$ cat config.mk
export PLATFORM = sky130hd
export DESIGN_NAME = sd_intc_sel
export DESIGN_NICKNAME = d
export VERILOG_FILES = /design/src/rtl/sdis_pkg.sv /design/src/rtl/sdis_cfg_reg.sv /design/src/rtl/sdis_decode.sv /design/src/rtl/sdis_pend_mux.sv /design/src/rtl/sdis_guest_sel.sv /design/src/rtl/sd_intc_sel.sv
export SDC_FILE = /design/constraint.sdc
export NUM_CORES = 1
export LEC_CHECK = 0
export ABC_AREA = 0
export ABC_CLOCK_PERIOD_IN_PS = 2600
export CAP_MARGIN = 25
export CORE_MARGIN = 3
export CORE_UTILIZATION = 24
export CTS_CLUSTER_SIZE = 14
export DETAILED_ROUTE_END_ITERATION = 10
export PLACE_DENSITY = 0.74
export REMOVE_ABC_BUFFERS = 1
export SLEW_MARGIN = 0
export SYNTH_ARGS = -nofsm -noshare
export SYNTH_HDL_FRONTEND = slang
export SYNTH_HIERARCHICAL = 1
export SYNTH_SLANG_ARGS = --single-unit
$ cat constraint.sdc
create_clock -name clk -period 2.6 [get_ports clk]
set_clock_uncertainty 0.05 [all_clocks]
set_input_delay 0.52 -clock clk [delete_from_list [all_inputs] [get_ports clk]]
set_output_delay 0.52 -clock clk [all_outputs]
set_load 0.01 [all_outputs]
$ cat src/rtl/sdis_pkg.sv
package sdis_pkg;
  localparam int FIELD_W = 6;   // controller-number slot and guest index width
  localparam int MAX_CTRL = 63;
  localparam int MAX_GUEST = 63;
endpackage

$ cat src/rtl/sdis_cfg_reg.sv
module sdis_cfg_reg #(
  parameter int N_CTRL = 4,
  localparam int CN_W = $clog2(N_CTRL + 1)
) (
  input  logic            clk,
  input  logic            rst_n,
  input  logic            we,
  input  logic [31:0]     wdata,
  output logic [CN_W-1:0] sel_q,
  output logic [31:0]     rdata
);
  import sdis_pkg::*;
  logic [FIELD_W-1:0] cand;
  logic               legal;

  assign cand  = wdata[FIELD_W-1:0];
  assign legal = (int'(cand) <= N_CTRL);

  always_ff @(posedge clk) begin
    if (!rst_n)
      sel_q <= '0;
    else if (we && legal)
      sel_q <= cand[CN_W-1:0];
  end

  assign rdata = 32'(sel_q);
endmodule

$ cat src/rtl/sdis_decode.sv
module sdis_decode #(
  parameter int                N_CTRL    = 4,
  parameter logic [N_CTRL-1:0] IS_MSG    = 4'b1010,
  parameter logic [N_CTRL*6-1:0] GCNT    = {6'd7, 6'd0, 6'd3, 6'd0},
  localparam int               CN_W      = $clog2(N_CTRL + 1)
) (
  input  logic [CN_W-1:0]   sel,
  output logic [N_CTRL-1:0] hit,
  output logic              sel_valid,
  output logic              sel_msg,
  output logic [5:0]        sel_gcnt
);
  for (genvar c = 0; c < N_CTRL; c++) begin : g_hit
    assign hit[c] = (sel == CN_W'(c + 1));
  end

  always_comb begin
    sel_valid = |hit;
    sel_msg   = |(hit & IS_MSG);
    sel_gcnt  = '0;
    for (int c = 0; c < N_CTRL; c++)
      if (hit[c] && IS_MSG[c])
        sel_gcnt = sel_gcnt | GCNT[c*6 +: 6];
  end
endmodule

$ cat src/rtl/sdis_pend_mux.sv
module sdis_pend_mux #(
  parameter int                  N_CTRL = 4,
  parameter int                  GW     = 8,
  parameter logic [N_CTRL-1:0]   IS_MSG = 4'b1010,
  parameter logic [N_CTRL*6-1:0] GCNT   = {6'd7, 6'd0, 6'd3, 6'd0}
) (
  input  logic [N_CTRL-1:0]    hit,
  input  logic [N_CTRL-1:0]    s_pend,
  input  logic [N_CTRL*GW-1:0] g_pend,
  output logic                 seip,
  output logic [GW-1:0]        hgeip
);
  logic [N_CTRL*GW-1:0] masked;

  for (genvar c = 0; c < N_CTRL; c++) begin : g_ctrl
    if (IS_MSG[c]) begin : g_msg
      logic [GW-1:0] keep;
      always_comb begin
        keep = '0;
        for (int g = 1; g < GW; g++)
          keep[g] = (g <= int'(GCNT[c*6 +: 6]));
      end
      assign masked[c*GW +: GW] = hit[c] ? (g_pend[c*GW +: GW] & keep) : '0;
    end else begin : g_wired
      assign masked[c*GW +: GW] = '0;
    end
  end

  always_comb begin
    seip  = |(hit & s_pend);
    hgeip = '0;
    for (int c = 0; c < N_CTRL; c++)
      hgeip = hgeip | masked[c*GW +: GW];
  end
endmodule

$ cat src/rtl/sdis_guest_sel.sv
module sdis_guest_sel (
  input  logic       clk,
  input  logic       rst_n,
  input  logic       we,
  input  logic [5:0] wdata,
  input  logic       sel_msg,
  input  logic [5:0] sel_gcnt,
  output logic [5:0] idx_eff,
  output logic       ctl_ok,
  output logic       guest_ok
);
  logic [5:0] idx_q;

  always_ff @(posedge clk) begin
    if (!rst_n)   idx_q <= '0;
    else if (we)  idx_q <= wdata;
  end

  assign idx_eff  = (sel_msg && idx_q <= sel_gcnt) ? idx_q : 6'd0;
  assign ctl_ok   = sel_msg;
  assign guest_ok = (idx_eff != 6'd0);
endmodule

$ cat src/rtl/sd_intc_sel.sv
module sd_intc_sel #(
  parameter int                  N_CTRL = 4,
  parameter int                  MAX_G  = 7,
  parameter logic [N_CTRL-1:0]   IS_MSG = 4'b1010,
  parameter logic [N_CTRL*6-1:0] GCNT   = {6'd7, 6'd0, 6'd3, 6'd0},
  localparam int                 GW     = MAX_G + 1,
  localparam int                 CN_W   = $clog2(N_CTRL + 1)
) (
  input  logic                 clk,
  input  logic                 rst_n,
  input  logic                 cfg_we,
  input  logic [31:0]          cfg_wdata,
  output logic [31:0]          cfg_rdata,
  input  logic                 vgein_we,
  input  logic [5:0]           vgein_wdata,
  input  logic [N_CTRL-1:0]    s_pend_i,
  input  logic [N_CTRL*GW-1:0] g_pend_i,
  output logic                 seip_o,
  output logic [GW-1:0]        hgeip_o,
  output logic [5:0]           vgein_rd_o,
  output logic                 ctl_csr_ok_o,
  output logic                 guest_csr_ok_o
);
  logic [CN_W-1:0]   sel_q;
  logic [N_CTRL-1:0] hit;
  logic              sel_valid, sel_msg;
  logic [5:0]        sel_gcnt;

  sdis_cfg_reg #(.N_CTRL(N_CTRL)) u_cfg (
    .clk(clk), .rst_n(rst_n), .we(cfg_we), .wdata(cfg_wdata),
    .sel_q(sel_q), .rdata(cfg_rdata));

  sdis_decode #(.N_CTRL(N_CTRL), .IS_MSG(IS_MSG), .GCNT(GCNT)) u_dec (
    .sel(sel_q), .hit(hit), .sel_valid(sel_valid), .sel_msg(sel_msg),
    .sel_gcnt(sel_gcnt));

  sdis_pend_mux #(.N_CTRL(N_CTRL), .GW(GW), .IS_MSG(IS_MSG), .GCNT(GCNT)) u_mux (
    .hit(hit), .s_pend(s_pend_i), .g_pend(g_pend_i),
    .seip(seip_o), .hgeip(hgeip_o));

  sdis_guest_sel u_gsel (
    .clk(clk), .rst_n(rst_n), .we(vgein_we), .wdata(vgein_wdata),
    .sel_msg(sel_msg), .sel_gcnt(sel_gcnt), .idx_eff(vgein_rd_o),
    .ctl_ok(ctl_csr_ok_o), .guest_ok(guest_csr_ok_o));
endmodule

==> flow_summary.toml <==
[setup_path]
worstPathRequired_ns = 2.03
startpoint_type = "flop"
crit_family = "simple AND/OR/NAND/NOR gates"
crit_top_cell = "and4_4"
critPathBufInv = 2
path_cells = "nor2_2, and2_2, inv_1, ha_1, and4_4, and4_4, a41oi_4, nor2_1, buf_2"
max_stage_delay_ns = 0.35
critPathArrivalTime_ns = 1.94
crit_type = "flop to output pin"
critPathSlowestCell = "dfxtp_4"
end_kind = "output pin"
cp_max_fo = 6

[placed_design]
dpl_cell_area_mm2 = 0.00152
globalplace.congestion = 0.801
dp_slack_ns = -0.173
io_buffers = 48
dp_hpwl_um = 2050

[synthesis]
syn_inst = 127
syn_area_mm2 = 0.00106
yosys_warnings = 6
synth_area_per_cell_um2 = 8.37

[global_route]
grtUsageMet3_pct = 1.79
grt_pass1_wl_um = 3490
grt_max_degree = 10
grtUsageMet1_pct = 10.0
track_usage_pct = 8.22
busiest_layer = "met2"
antenna_found_initial = 0
use_met2_pct = 14.9
grt_overflow = 0
grt_pass1_vias = 793

[clock_network]
cts_tree = "yes"
path_clk_slew_ns = 0.05
clockBufferDepth = 2
cts_root_buf = "clkbuf_8"
h-tree-depth = 1
clock_latency_ns = 0.23
cts_sinks = 9
cts_buffers = 3

[drt]
drt_iter0_drc = 18
drc = 0
totalWireLength_um = 2340
via_per_inst = 3.80
antenna_left = 0
drtPass1Iterations = 3
wl_per_cell_um = 10.0
vias = 886

[finish]
finalNetCount = 268
fill_cells = 437
post_route_cells_drive_above_1_share_pct = 25.1
diodes = 0
area_delta_synth_final_pct = 47.8
fin_area_mm2 = 0.00157
utilization_pct = 37.9

[pwr]
vdd_drop_max_v = 0.000254
power.total_w = 0.000444
leakagePower_nw = 0.704
powerDensity_mw_per_mm2 = 282

[floorplan]
initial_core_util_pct = 25.7
ios = 127
core_region_area_mm2 = 0.00414
die_w_um = 72.6
die_y_um = 72.6
std_cell_rows = 23
die-area_mm2 = 0.00527

[timing]
fin_tns_setup_ns = 0
drv_slew = 0
setup_ws_ns = 0.0914
fin_crit_sh_pct = 96.5
min_period_ns = 2.51
max_freq_ghz = 0.399
hold_viol = 0
finalSetupViolCount = 0

[outcome]
outcome = "completed"

[worst_hold_path]
hold_path_class = "flop to flop"

[job]
maxCapViolCount = 0
registers in the layout, summed over array words and instances, names as in the netlist:
| register | flops |
|---|---|
| u_cfg/sel_q | 3 |
| u_gsel/idx_q | 6 |
where the power goes:
group | internal, W | switching, W
Clock | 0.000104 | 0.0000526
Combinational | 0.0000767 | 0.0000613
Sequential | 0.000144 | 0.00000521
cell usage in the layout, fill, tap and decap left out, types with 2 or more instances in the layout:
master           count
ha_1                 5
buf_4               15
and2_1               4
nor2_2               2
clkdlybuf4s50_1     41
dfxtp_2              2
o21ai_0              2
inv_1                8
mux2i_1              6
conb_1              33
a22o_2               3
clkbuf_8             3
nor2b_1             11
buf_2                7
nor2_1               2
a22oi_1              2
a21oi_1              7
a211oi_1             3
nor3b_1              2
nand3_1              3
and4_4               2
dfxtp_1              6
through the flow:
stage	hold WS (ns)	instances
3_3_place_gp	0.477	228
4_1_cts	0.504	232
2_1_floorplan	0.456	116
3_5_place_dp	0.500	228
5_1_grt	0.536	233
6_report	0.498	233
per-layer routing:
layer / up-vias / share of wire [%] / wire [um]
met1: 380 / 43 / 1000
met2: 40 / 49 / 1150
met5: - / 0 / 0
li1: 466 / - / -
met3: 0 / 8.0 / 186
met4: 0 / 0 / 0
final timing paths:
kind / from / endpoint / slack (ns) / cells after the start
setup / recovery: u_cfg/sel_q[1] / vgein_rd_o[0] / 0.09 / 9
hold / removal: u_gsel/idx_q[0] / u_gsel/idx_q[0] / 0.50 / 2
setup reg to reg: u_cfg/sel_q[1] / u_cfg/sel_q[1] / 1.58 / 4
hold reg to reg: u_gsel/idx_q[0] / u_gsel/idx_q[0] / 0.50 / 2
timing repair:
item	4_1_cts	5_1_grt
resized for setup	32	5
setup buffers	0	1
cloned	0	0
hold buffers	0	0
pin swaps	5	5
setup endpoints to repair	7	7
worst reg2reg max path, delay by kind of cell (launching register included):
family          cells  cell delay (ns)
buf+inv             2             0.26
compound gates      2             0.22
flops               1             0.35
area by class of cell:
cell class	count	area (um2)	area share, %
clock inverter	1	5.00	0.318
multi-input combinational	99	688	43.8
inverter	8	30.0	1.91
tap	50	62.6	3.98
sequential	9	186	11.9
clock buffer	3	41.3	2.63
timing repair buffer	63	558	35.5
No activity file was read; power rests on OpenSTA's default activity.
